--- config.mk ---
export PLATFORM = sky130hd
export DESIGN_NAME = wiper_ctl_top
export DESIGN_NICKNAME = d
export VERILOG_FILES = /design/src/rtl/wc_pkg.sv /design/src/rtl/wc_sync.sv /design/src/rtl/wc_counter.sv /design/src/rtl/wc_store.sv /design/src/rtl/wc_decode.sv /design/src/rtl/wiper_ctl_top.sv
export SDC_FILE = /design/constraint.sdc
export NUM_CORES = 1
export LEC_CHECK = 0
export BUFFER_PORTS_ARGS = -buffer_cell sky130_fd_sc_hd__buf_2
export CORE_ASPECT_RATIO = 0.8
export CORE_MARGIN = 10
export CORE_UTILIZATION = 48
export DETAILED_ROUTE_END_ITERATION = 6
export HOLD_SLACK_MARGIN = 0.03
export PLACE_DENSITY = 0.77
export RECOVER_POWER = 25
export SLEW_MARGIN = 30
export SYNTH_ARGS = -nofsm -noshare
export SYNTH_HDL_FRONTEND = slang
export SYNTH_SLANG_ARGS = --single-unit
--- constraint.sdc ---
create_clock -name clk -period 2 [get_ports clk]
set_input_delay 0.2 -clock clk [delete_from_list [all_inputs] [get_ports clk]]
set_output_delay 0.2 -clock clk [all_outputs]
set_load 0.02 [all_outputs]
--- src/rtl/wc_pkg.sv ---
package wc_pkg;
  typedef struct packed {
    logic cs_n;
    logic inc;
    logic up;
  } wc_ctl_t;

  localparam wc_ctl_t WC_IDLE = '{cs_n: 1'b1, inc: 1'b1, up: 1'b0};

  typedef enum logic {ST_IDLE = 1'b0, ST_BUSY = 1'b1} wc_store_st_t;
endpackage

--- src/rtl/wc_sync.sv ---
module wc_sync #(
  parameter int STAGES = 2
) (
  input  logic             clk,
  input  logic             clr,
  input  wc_pkg::wc_ctl_t  raw,
  output wc_pkg::wc_ctl_t  lvl,
  output logic             inc_fall,
  output logic             cs_rise
);
  import wc_pkg::*;
  localparam int NB = $bits(wc_ctl_t);

  logic [NB-1:0] raw_v;
  logic [NB-1:0] lvl_v;
  logic [NB-1:0] idle_v;
  wc_ctl_t       prev_q;

  assign raw_v  = raw;
  assign idle_v = WC_IDLE;

  for (genvar b = 0; b < NB; b++) begin : g_bit
    logic [STAGES-1:0] chain_q;
    always_ff @(posedge clk) begin
      if (clr) chain_q <= {STAGES{idle_v[b]}};
      else     chain_q <= {chain_q[STAGES-2:0], raw_v[b]};
    end
    assign lvl_v[b] = chain_q[STAGES-1];
  end

  assign lvl = wc_ctl_t'(lvl_v);

  always_ff @(posedge clk) begin
    if (clr) prev_q <= WC_IDLE;
    else     prev_q <= lvl;
  end

  assign inc_fall = prev_q.inc & ~lvl.inc;
  assign cs_rise  = ~prev_q.cs_n & lvl.cs_n;
endmodule

--- src/rtl/wc_counter.sv ---
module wc_counter #(
  parameter int NUM_TAPS = 100,
  parameter int CNT_W    = 7
) (
  input  logic             clk,
  input  logic             cold_rst,
  input  logic             por,
  input  logic             step_en,
  input  logic             up,
  input  logic [CNT_W-1:0] recall_val,
  output logic [CNT_W-1:0] pos
);
  localparam logic [CNT_W-1:0] TOP = CNT_W'(NUM_TAPS - 1);

  logic [CNT_W-1:0] pos_q;

  always_ff @(posedge clk) begin
    if (cold_rst) begin
      pos_q <= '0;
    end else if (por) begin
      pos_q <= recall_val;
    end else if (step_en) begin
      if (up && pos_q != TOP)         pos_q <= pos_q + 1'b1;
      else if (!up && pos_q != '0)    pos_q <= pos_q - 1'b1;
    end
  end

  assign pos = pos_q;
endmodule

--- src/rtl/wc_store.sv ---
module wc_store #(
  parameter int CNT_W        = 7,
  parameter int STORE_CYCLES = 20
) (
  input  logic             clk,
  input  logic             cold_rst,
  input  logic             por,
  input  logic             cs_rise,
  input  logic             inc_lvl,
  input  logic             cs_lvl,
  input  logic [CNT_W-1:0] pos,
  output logic [CNT_W-1:0] kept,
  output logic             busy,
  output logic             standby
);
  import wc_pkg::*;
  localparam int TMR_W = (STORE_CYCLES > 1) ? $clog2(STORE_CYCLES) : 1;
  localparam logic [TMR_W-1:0] TMR_LOAD = TMR_W'(STORE_CYCLES - 1);

  wc_store_st_t     st_q, st_nx;
  logic [TMR_W-1:0] tmr_q, tmr_nx;
  logic [CNT_W-1:0] kept_q;
  logic             stby_q;
  logic             do_save;

  assign do_save = cs_rise & inc_lvl & (st_q == ST_IDLE);

  always_comb begin
    st_nx  = st_q;
    tmr_nx = tmr_q;
    if (st_q == ST_BUSY) begin
      if (tmr_q == '0) st_nx = ST_IDLE;
      else             tmr_nx = tmr_q - 1'b1;
    end
    if (do_save) begin
      st_nx  = ST_BUSY;
      tmr_nx = TMR_LOAD;
    end
  end

  always_ff @(posedge clk) begin
    if (cold_rst) kept_q <= '0;
    else if (!por && do_save) kept_q <= pos;
  end

  always_ff @(posedge clk) begin
    if (cold_rst || por) begin
      st_q   <= ST_IDLE;
      tmr_q  <= '0;
      stby_q <= 1'b1;
    end else begin
      st_q   <= st_nx;
      tmr_q  <= tmr_nx;
      stby_q <= cs_lvl & (st_nx == ST_IDLE);
    end
  end

  assign kept    = kept_q;
  assign busy    = (st_q == ST_BUSY);
  assign standby = stby_q;
endmodule

--- src/rtl/wc_decode.sv ---
module wc_decode #(
  parameter int NUM_TAPS = 100,
  parameter int CNT_W    = 7
) (
  input  logic                clk,
  input  logic                cold_rst,
  input  logic [CNT_W-1:0]    pos,
  output logic [NUM_TAPS-1:0] sel
);
  for (genvar i = 0; i < NUM_TAPS; i++) begin : g_tap
    logic hit_q;
    always_ff @(posedge clk) begin
      if (cold_rst) hit_q <= (i == 0);
      else          hit_q <= (pos == CNT_W'(i));
    end
    assign sel[i] = hit_q;
  end
endmodule

--- src/rtl/wiper_ctl_top.sv ---
module wiper_ctl_top #(
  parameter int NUM_TAPS     = 100,
  parameter int STORE_CYCLES = 20,
  parameter int SYNC_STAGES  = 2,
  localparam int CNT_W       = $clog2(NUM_TAPS)
) (
  input  logic                clk,
  input  logic                cold_rst,
  input  logic                por,
  input  logic                cs_n,
  input  logic                inc,
  input  logic                up_dn,
  output logic [CNT_W-1:0]    tap_pos,
  output logic [NUM_TAPS-1:0] tap_sel,
  output logic                store_busy,
  output logic                standby
);
  import wc_pkg::*;

  wc_ctl_t          raw, lvl;
  logic             inc_fall, cs_rise, step_en;
  logic [CNT_W-1:0] kept;

  assign raw = '{cs_n: cs_n, inc: inc, up: up_dn};

  wc_sync #(.STAGES(SYNC_STAGES)) u_sync (
    .clk(clk), .clr(cold_rst | por), .raw(raw), .lvl(lvl),
    .inc_fall(inc_fall), .cs_rise(cs_rise)
  );

  assign step_en = inc_fall & ~lvl.cs_n & ~store_busy;

  wc_counter #(.NUM_TAPS(NUM_TAPS), .CNT_W(CNT_W)) u_cnt (
    .clk(clk), .cold_rst(cold_rst), .por(por), .step_en(step_en),
    .up(lvl.up), .recall_val(kept), .pos(tap_pos)
  );

  wc_store #(.CNT_W(CNT_W), .STORE_CYCLES(STORE_CYCLES)) u_store (
    .clk(clk), .cold_rst(cold_rst), .por(por), .cs_rise(cs_rise),
    .inc_lvl(lvl.inc), .cs_lvl(lvl.cs_n), .pos(tap_pos),
    .kept(kept), .busy(store_busy), .standby(standby)
  );

  wc_decode #(.NUM_TAPS(NUM_TAPS), .CNT_W(CNT_W)) u_dec (
    .clk(clk), .cold_rst(cold_rst), .pos(tap_pos), .sel(tap_sel)
  );
endmodule

# Word level (Yosys, flattened, before mapping)
# Index checks and enable logic that the tools add are counted.
totals:
  register_bits: 129
  latchBits: 0
  mem_bits_rw: 0
  rom_bits: 0
  wordCells: 255
  mem_count: 0
op_classes:
  n_addsub: 3
  mul: 0
  div_mod_pow: 0
  order_cmp: 0
  n_eq_ne: 101
  shifts: 0
  mux: 10
  n_bitwise: 14
  n_reduce_logical: 16
op_table:
  columns: ["op", "n"]
  rows:
  - ["== test 7 bit, second input constant", 36]
  - ["== test 7 x 6 -> 1 bit, second input constant", 32]
  - ["== test 7 x 5 -> 1 bit, second input constant", 16]
  - ["== test 7 x 4 -> 1 bit, second input constant", 8]
  - ["== test 7 x 3 -> 1 bit, second input constant", 4]
  - ["two-way mux 7 bit", 4]
  - ["two-way mux 5 bit", 3]
  - ["== test 7 x 2 -> 1 bit, second input constant", 2]
  - ["adder 7 x 1 -> 7 bit, second input constant", 1]
  - ["AND 1 bit", 7]
  - ["== test 7 x 1 -> 1 bit, second input constant", 1]
  - ["zero test 7 bit", 1]
  - ["!= test 7 bit, second input constant", 1]
  - ["nonzero test 7 bit", 1]
  - ["subtractor 7 x 1 -> 7 bit, second input constant", 1]
  - ["NOT 1 bit", 6]
  - ["AND reduction 2 bit", 3]
  - ["zero test 5 bit", 1]
  - ["subtractor 5 x 1 -> 5 bit, second input constant", 1]
  - ["nonzero test 2 bit", 2]
  - ["logical AND 1 bit", 3]
  - ["two-way mux 1 bit", 3]
  - ["nonzero test 3 bit", 1]
  - ["zero test 1 bit", 2]
  - ["4 further kinds", 4]

# Logic depth before layout (Yosys ltp)
# Gate-level depths: netlist (run 1).
logic_depth:
  depth_word: 7
  depth_mapped: 7
  ltp_nobuf: 7

# By module
# From an unflattened synthesis (run 1), not the netlist that was laid out.
hier_totals:
  hier_cells: 506
  area_unflattened_um2: 5377.7
by_module_without_submodules:
  columns: ["module", "n_inst", "cells_each", "area_each_um2"]
  rows:
  - ["wc_decode", 1, 348, 3902.5]
  - ["wc_counter", 1, 77, 635.6]
  - ["wc_store", 1, 58, 575.6]
  - ["wc_sync", 1, 21, 245.2]
  - ["wiper_ctl_top", 1, 2, 18.8]

# Least setup slack after synthesis (run 1)
# No wires, ideal clock.
synth_timing:
  kind: "register -> register"
  from: "reg u_cnt.pos_q[0] (netlist: u_cnt.pos[0])"
  to: "reg u_cnt.pos_q[0] (netlist: u_cnt.pos[0])"
  t_arrival_ps: 1915
  required_ps: 1914
  setup_slack_ps: 0
  stages_incl_launch_ff: 8
  n_path_buf: 0
  cell_sequence: "dfxtp_1 -> inv_1 -> ha_1 -> or4b_1 -> a21boi_2 -> nor2_2 -> xnor2_1 -> a211oi_1"
synth_between:
  elab_chain_len: 5
  word_cells_on_any_way: 12
  cone_classes: "add/sub: 2; eq/ne: 1; mux: 4; reduce/logical: 5"
synth_lines:
  columns: ["item", "line_no", "source"]
  rows:
  - ["start, declared", "wc_counter.sv:15", "logic [CNT_W-1:0] pos_q;"]
  - ["start signal, assigned", "wc_counter.sv:21", "pos_q <= recall_val;"]
  - ["start signal, assigned", "wc_counter.sv:23", "if (up && pos_q != TOP) pos_q <= pos_q + 1'b1;"]
  - ["start signal, assigned", "wc_counter.sv:24", "else if (!up && pos_q != '0) pos_q <= pos_q - 1'b1;"]
  - ["subtractor 7 x 1 -> 7 bit or != test 7 bit (tied branches)", "wc_counter.sv:24, wc_counter.sv:23", null]
  - ["two-way mux 7 bit or logical AND 1 bit (tied branches)", "wc_counter.sv:24, wc_counter.sv:23", null]
  - ["two-way mux 7 bit", "wc_counter.sv:23", null]
  - ["two-way mux 7 bit", "wc_counter.sv:22", "end else if (step_en) begin"]
  - ["two-way mux 7 bit", "wc_counter.sv:20", "end else if (por) begin"]
# Several ways; a longest one is shown, not always the timed one. The select of a mux whose other input is x is not followed.
# A chain may end at the register's enable or synchronous reset.

# Worst setup path after layout (run 1)
layout_timing:
  from: "reg u_cnt.pos_q[0] (netlist: u_cnt.pos[0])"
  to: "reg u_cnt.pos_q[4] (netlist: u_cnt.pos[4])"
# The elaborated chain is that of the path after synthesis.

==> metrics, run 1 <==
area delta synth->final=12.0%; CORE AREA=0.00965 mm²; Critical Path Slowest Stage Cell=or4b_4; Final Cycle Share=0.944; number of global-route vias before repair=3246; largest net degree at the start of global routing=20; Power Internal=4.68 mW; Skew-Pair Late Insertion Delay=0.40 ns; max-cap viol count=0; pwr dens=1110 mW/mm²; Num CTS Buffers=17; Synth Area per Inst=9.42 µm²; initial core utilization=0.493; Remaining Overflow, GRT=0; Sequential Power Share=0.439; die footprint=0.0143 mm²; CTS tree=yes; RePlAce Congestion=0.880; YS warnings=0; via count=3138; postcts setup bufs=0; DP Area=0.00474 mm²; Total Routing Usage GR=0.146; CP max stage delay=0.48 ns; Period minus WS final=1.89 ns; Layout Cells excl Fill=680; initial DRC count=195; DR pass1 iterations=4; fillers=863; Peak VDD IR=0.000719 V; Synth Cell Area=0.00476 mm²; hpwl dp=7.45 mm; Sink Count=129; crit end category=flip-flop; Slew Limit Fails=0; # rows=32; Setup Skew=0.00518 ns; Clk pwr share=0.525; critical path buffer and inverter count=1; DRT antenna net count=0; share of cells above drive strength 1=0.224; H-Tree Depth=4; sequential area share after synthesis=0.543; worst slew pin tran=0.807 ns; max_slew headroom=0.461; HP Class=in2reg; outcome=completed; Placed Cells=645; Post-synth top flop=dfxtp_1; clock transition at the registers of the reported paths=0.06 ns; nets@finish=543; WL final=10.5 mm; DRC Markers=0; max frequency=0.530 GHz; Post-Syn Instances=505; initial antenna violation count=0; port buffer count=114; DP Worst Slack=0.0547 ns; EDFF count, synth=0; syn nets=517; crit path launch type=flip-flop; Max FO, Critical Path=5; mean number of vias per cell=4.61; Net Switching=1.25 mW; routed length per instance=15.5 µm; setup ws final=0.113 ns; Die W=131 µm; commonest cells after routing, fill and taps aside=dfxtp_1 (129), nor2_1 (117), buf_2 (63), clkbuf_1 (53), nand2_1 (29); Pwr Total=5.93 mW; root buf cell=clkbuf_16; antenna fix cells=0; commonest non-fill, non-tap cell in the layout=dfxtp_1; Comb power frac=0.036; clock buffer depth=2; WS Path Type=reg2reg; synthesis-stage register bit count=129; critical path cell sequence=inv_1, ha_2, or4b_4, a21boi_4, a311oi_2, xnor2_1, a211oi_2; final setup fails=0; Final Cell Area=0.00533 mm²; Async SR Flop Fraction=0; IO Count=115; CP arrival=2.21 ns; first-pass GRT wire length=16.8 mm; Switching Fraction=0.211; final hold viol count=0; CP top delay family=compound AO/OA/AOI/OAI gates; leakage=2.16 nW; Distinct cells, synth=47; die height=109 µm; worst endpoint required time=2.32 ns; total negative slack=0 ns
==> state kept, by name, summed over array words and instances, names as in the netlist <==
register	flops
u_cnt.pos	7
u_dec.g_tap.hit_q	100
u_store.busy	1
u_store.kept	7
u_store.standby	1
u_store.tmr_q	5
u_sync.g_bit.chain_q	6
u_sync.prev_q	2
==> final cells by class <==
type / instances / area, µm² / share of cell area
clock buffer: 19 / 453 / 0.0850
clock inverter: 13 / 159 / 0.0298
inverter: 8 / 30.0 / 0.00564
multi-input combinational: 246 / 1310 / 0.247
sequential: 129 / 2580 / 0.485
tap: 136 / 170 / 0.0319
timing repair buffer: 129 / 619 / 0.116
==> power groups by stage <==
stage / combinational, mW / clock (mW) / sequential, mW
6_report: 0.215 / 3.11 / 2.60
5_1_grt: 0.238 / 3.28 / 2.60
4_1_cts: 0.215 / 3.16 / 2.60
2_1_floorplan: 0.145 / 0 / 2.66
3_3_place_gp: 0.205 / 0 / 2.66
3_5_place_dp: 0.209 / 0 / 2.66
==> metal layers <==
| layer | wire [µm] | global-route usage | share of wire | up-vias |
|---|---|---|---|---|
| met5 | 0 | 0 | 0 | - |
| met4 | 59 | 0.0571 | 0.0056 | 0 |
| met3 | 721 | 0.0561 | 0.069 | 4 |
| met2 | 5080 | 0.241 | 0.48 | 99 |
| met1 | 4660 | 0.172 | 0.44 | 1475 |
| li1 | - | - | - | 1560 |
==> cell families (layout without fill, tap and decap cells) <==
kind of cell	count (synthesis)	in the layout	synth area share
DFF	129	129	0.543
and+or+nand+nor	190	190	0.178
xor gates and xnor gates	8	8	0.0147
buffers and inverters	130	169	0.186
adders and majority gates	6	6	0.0158
muxes	2	2	0.00421
AOI/OAI and AO/OA	40	40	0.0581
==> final timing paths <==
kind / slack, ns / end / cells after the start / startpoint
min: 0.22 / u_cnt.pos[2]$_SDFFE_PP0P_ / 3 / por
max: 0.11 / u_cnt.pos[4]$_SDFFE_PP0P_ / 7 / u_cnt.pos[0]$_SDFFE_PP0P_
min reg2reg: 0.41 / u_sync.g_bit[1].chain_q[1]$_SDFF_PP1_ / 1 / u_sync.g_bit[1].chain_q[0]$_SDFF_PP1_
max reg2reg: 0.11 / u_cnt.pos[4]$_SDFFE_PP0P_ / 7 / u_cnt.pos[0]$_SDFFE_PP0P_
==> timing repair <==
item                                   4_1_cts  5_1_grt
endpoints found under the hold margin        3        0
resized for setup                            0        5
setup endpoints to repair                    0        7
hold buffers                                 3        0
==> Yosys cell counts (all sizes together), types with 5 or more instances <==
cell | n | area share
o21ai | 7 | 0.0074
nor2b | 6 | 0.0079
nor2 | 119 | 0.095
ha | 6 | 0.016
xnor2 | 7 | 0.013
nand3 | 5 | 0.0053
or3 | 6 | 0.0079
a21oi | 14 | 0.015
buf | 107 | 0.17
nand3b | 5 | 0.0079
clkbuf | 15 | 0.012
nand2 | 29 | 0.023
a211oi | 8 | 0.015
dfxtp | 129 | 0.54
inv | 7 | 0.0055
==> worst min-delay path: cells and delay by family <==
family	cells	cell delay, ns
buffers and inverters	1	0.20
AND/OR/NAND/NOR	1	0.11
AO/OA/AOI/OAI	1	0.06
==> per-stage QoR <==
step	hold slack [ns]	util
floorplan	0.299	-
global placement	0.382	0.491
detailed placement	0.386	0.491
CTS	0.130	0.558
global route	0.267	0.552
finish	0.222	0.552
Power figures use the tool's default switching activity.
==> run 2, diff against run 1 <==
==> constraint.sdc (replaced) <==
create_clock -name clk -period 2 [get_ports clk]
set_input_delay 0 -clock clk [delete_from_list [all_inputs] [get_ports clk]]
set_output_delay 0 -clock clk [all_outputs]
set_load 0.02 [all_outputs]
==> metrics, run 2 (same netlist as run 1, synthesis figures left out) <==
outcome=completed; # rows=32; initial DRC count=231; Remaining Overflow, GRT=0; worst slew pin tran=0.747 ns; nets@finish=543; port buffer count=114; Sink Count=129; largest net degree at the start of global routing=28; Critical Path Slowest Stage Cell=or4b_4; root buf cell=clkbuf_16; Die W=131 µm; Skew-Pair Late Insertion Delay=0.40 ns; H-Tree Depth=4; DRC Markers=0; Num CTS Buffers=17; setup ws final=0.123 ns; Total Routing Usage GR=0.147; initial antenna violation count=0; via count=3151; clock buffer depth=2; Top reg by flops=u_dec.g_tap.hit_q; CORE AREA=0.00965 mm²; worst endpoint required time=2.31 ns; RePlAce Congestion=0.911; CP max stage delay=0.48 ns; mean number of vias per cell=4.65; DRT antenna net count=0; DP Worst Slack=0.0932 ns; crit path launch type=flip-flop; Final Cycle Share=0.939; number of global-route vias before repair=3266; min-delay src=cold_rst; Period minus WS final=1.88 ns; GRT busiest layer=met2; WL final=10.6 mm; WS Path Type=reg2reg; Slew Limit Fails=0; Worst R2R Start=u_cnt.pos[0]$_SDFFE_PP0P_; postcts setup bufs=0; M3 GR Usage=0.0510; CTS tree=yes; CP arrival=2.19 ns; Peak VDD IR=0.000623 V; area delta synth->final=11.4%; max FFs per register=100; commonest cells after routing, fill and taps aside=dfxtp_1 (129), nor2_1 (117), clkbuf_1 (64), buf_2 (55), nand2_1 (29); HP Class=in2reg; IO Count=115; critical path cell sequence=inv_1, ha_1, or4b_4, a21boi_4, a311oi_2, xnor2_1, a211oi_1; antenna fix cells=0; crit end category=flip-flop; commonest non-fill, non-tap cell in the layout=dfxtp_1; Setup Skew=0.00949 ns; clock transition at the registers of the reported paths=0.05 ns; pwr dens=1110 mW/mm²; RSZ-0062 raised after global routing=false; hpwl dp=7.34 mm; first-pass GRT wire length=17.1 mm; Worst Setup SP=u_cnt.pos[0]$_SDFFE_PP0P_; GR Layer Usage met1=0.169; share of cells above drive strength 1=0.194; routed length per instance=15.7 µm; met2 Track Usage GR=0.252; final hold viol count=0; leakage=2.12 nW; max-cap viol count=0; Max FO, Critical Path=5; max frequency=0.533 GHz; total negative slack=0 ns; initial core utilization=0.493; final setup fails=0; die footprint=0.0143 mm²; max_slew headroom=0.500; die height=109 µm; DR pass1 iterations=4
run 2: cell count changes in the layout (fill, tap and decap cells not counted), sizes merged:
| cell | change |
|---|---|
| buf | -7 |
| dlygate4sd3 | +1 |
| clkbuf | +12 |
| clkinv | -5 |
| inv | -1 |
| clkinvlp | -2 |
run 2: power breakdown:
group / total, mW / switching, mW / internal, mW / leakage (nW)
sequential: 2.60 / 0.0129 / 2.59 / 1.04
clock: 3.05 / 1.00 / 2.04 / 0.283
combinational: 0.212 / 0.142 / 0.0700 / 0.799
run 2: timing repair:
action | in CTS | in global routing
endpoints found under the setup margin | 0 | 4
resized for setup | 0 | 2
hold endpoints to repair | 4 | 0
hold buffers | 4 | 0
run 2: final cells by class:
| cell class | count | area [µm²] |
|---|---|---|
| Fill cell | 880 | 4350 |
| Sequential cell | 129 | 2580 |
| Multi-Input combinational cell | 246 | 1310 |
| Timing Repair Buffer | 129 | 619 |
| Clock buffer | 25 | 485 |
| Tap cell | 136 | 170 |
| Clock inverter | 5 | 103 |
| Inverter | 8 | 30.0 |
run 2: metal layers:
metal | part of all wire | vias to the layer above | wire length, µm
li1 | - | 1556 | -
met1 | 0.45 | 1494 | 4780
met2 | 0.48 | 92 | 5130
met3 | 0.058 | 9 | 622
met4 | 0.010 | 0 | 111
met5 | 0 | - | 0
run 2: worst max-delay path: cells and delay by family (launching register included):
kind / cells / cell delay, ns
xor+xnor: 1 / 0.13
simple gates: 1 / 0.48
compound gates: 3 / 0.57
fa+ha+maj: 1 / 0.18
flops: 1 / 0.32
buf+inv: 1 / 0.11
run 2: per-stage QoR:
step	util	hold slack (ns)	cell area, µm²	cells	power (mW)
6_report	0.549	0.0657	5300	678	5.86
5_1_grt	0.549	0.0736	5300	678	6.03
4_1_cts	0.556	0.0446	5360	678	5.91
3_5_place_dp	0.491	0.187	4730	644	2.86
3_3_place_gp	0.491	0.180	4730	644	2.86
2_1_floorplan	-	0.0988	4760	505	2.81
run 2: worst paths after layout:
kind	end	slack, ns	cells past startpoint
setup reg to reg	u_cnt.pos[5]$_SDFFE_PP0P_	0.12	7
hold / removal	u_store.kept[3]$_SDFFE_PP0P_	0.07	2
setup / recovery	u_cnt.pos[5]$_SDFFE_PP0P_	0.12	7
hold reg to reg	u_sync.g_bit[1].chain_q[1]$_SDFF_PP1_	0.40	1
==> run 3, diff against run 2 <==
BUFFER_PORTS_ARGS = -buffer_cell sky130_fd_sc_hd__buf_4   (was -buffer_cell sky130_fd_sc_hd__buf_2)
==> metrics, run 3 (same netlist as run 1, synthesis figures left out) <==
outcome=completed; share of cells above drive strength 1=0.218; crit end category=flip-flop; fillers=843; port buffer count=114; Die W=131 µm; via count=3202; Setup Skew=0.0122 ns; number of global-route vias before repair=3281; WS Path Type=reg2reg; die height=109 µm; mean number of vias per cell=4.67; max-cap viol count=0; largest net degree at the start of global routing=28; Remaining Overflow, GRT=0; IO Count=115; initial antenna violation count=0; DP Worst Slack=0.0203 ns; Period minus WS final=1.95 ns; pwr dens=1130 mW/mm²; commonest non-fill, non-tap cell in the layout=dfxtp_1; CP arrival=2.27 ns; H-Tree Depth=4; Critical Path Slowest Stage Cell=or4b_4; crit path launch type=flip-flop; DRT antenna net count=0; RePlAce Congestion=0.883; Min Hold Slack=0.349 ns; fin util=0.580; Peak VDD IR=0.000729 V; critical path cell sequence=inv_1, ha_2, or4b_4, a21boi_4, buf_4, nor2_2, xnor2_1, a211oi_1; clock transition at the registers of the reported paths=0.05 ns; max frequency=0.513 GHz; routed length per instance=15.9 µm; Max FO, Critical Path=4; critical path buffer and inverter count=2; DR pass1 iterations=4; CORE AREA=0.00965 mm²; leakage=2.20 nW; CTS tree=yes; antenna fix cells=0; setup ws final=0.0489 ns; die footprint=0.0143 mm²; # rows=32; commonest cells after routing, fill and taps aside=dfxtp_1 (127), nor2_1 (117), buf_4 (71), clkbuf_1 (57), nand2_1 (29); initial core utilization=0.493; root buf cell=clkbuf_16; final hold viol count=0; max_slew headroom=0.492; Total Routing Usage GR=0.153; area delta synth->final=17.8%; Sink Count=129; worst slew pin tran=0.762 ns; CP max stage delay=0.47 ns; HP Class=in2reg; Final Cycle Share=0.976; Pwr Total=6.31 mW; Num CTS Buffers=17; worst endpoint required time=2.32 ns; final setup fails=0; Slew Limit Fails=0; nets@finish=549; hpwl dp=7.60 mm; WL final=10.9 mm; first-pass GRT wire length=17.5 mm; clock buffer depth=2; DRC Markers=0; Top reg by flops=u_dec.g_tap.hit_q; max FFs per register=100; CP top delay family=simple AND/OR/NAND/NOR gates; initial DRC count=221; Skew-Pair Late Insertion Delay=0.41 ns
run 3: cell count changes in the layout (fill, tap and decap cells not counted), sizes merged:
cell / change
clkinv: +1
dlygate4sd3: +4
bufinv: +2
buf: +5
clkbuf: -4
run 3: worst reg2reg max path, cell delays in order, from the launching register on:
cell and delay [ns]:
dfxtp_1 0.31, inv_1 0.11, ha_2 0.20, or4b_4 0.47, a21boi_4 0.23, buf_4 0.16, nor2_2 0.06, xnor2_1 0.12
a211oi_1 0.21
run 3: per-layer routing:
metal  share of wire  up-vias  track usage  wire length (µm)
met5               0        -            0                 0
met4          0.0036        0       0.0642                39
met3           0.059        2       0.0570               649
met2            0.50      102        0.253              5440
met1            0.44     1527        0.177              4790
li1                -     1571            -                 -
run 3: path summary, 6_finish.rpt:
kind | start | to | slack, ns | cells after the start
worst max register to register | u_cnt.pos[0]$_SDFFE_PP0P_ | u_cnt.pos[0]$_SDFFE_PP0P_ | 0.05 | 8
worst min-delay path | up_dn | u_sync.g_bit[0].chain_q[0]$_SDFF_PP0_ | 0.35 | 3
worst max-delay path | u_cnt.pos[0]$_SDFFE_PP0P_ | u_cnt.pos[0]$_SDFFE_PP0P_ | 0.05 | 8
worst min register to register | u_sync.g_bit[1].chain_q[0]$_SDFF_PP1_ | u_sync.g_bit[1].chain_q[1]$_SDFF_PP1_ | 0.41 | 1
run 3: layout make-up:
class / count / area, µm² / share of cell area
well taps: 136 / 170 / 0.0304
repair buffers: 135 / 823 / 0.147
inverters: 8 / 30.0 / 0.00536
flip-flops and latches: 129 / 2580 / 0.462
clock buffers: 24 / 512 / 0.0914
clock inverters: 8 / 171 / 0.0306
multi-input cells: 246 / 1310 / 0.234
run 3: repair_timing:
action	CTS	global route
resized for setup	1	5
setup endpoints to repair	1	6
buffers inserted	0	3
endpoints found under the hold margin	21	0
hold buffers	8	0
pin swaps	2	2
gates cloned	0	0
run 3: per-stage QoR:
stage / TNS (ns) / instances / cell area, µm²
final: 0 / 686 / 5600
after global routing: -0.0245 / 686 / 5600
after CTS: 0 / 683 / 5780
after detailed placement: 0 / 643 / 5010
after global placement: 0 / 643 / 5010
after floorplan: 0 / 505 / 4760
run 3: where the power goes:
group,leakage (nW),switching [mW],internal (mW),total (mW)
Clock,0.333,1.05,2.41,3.47
Sequential,1.04,0.0156,2.59,2.60
Combinational,0.829,0.146,0.0885,0.235
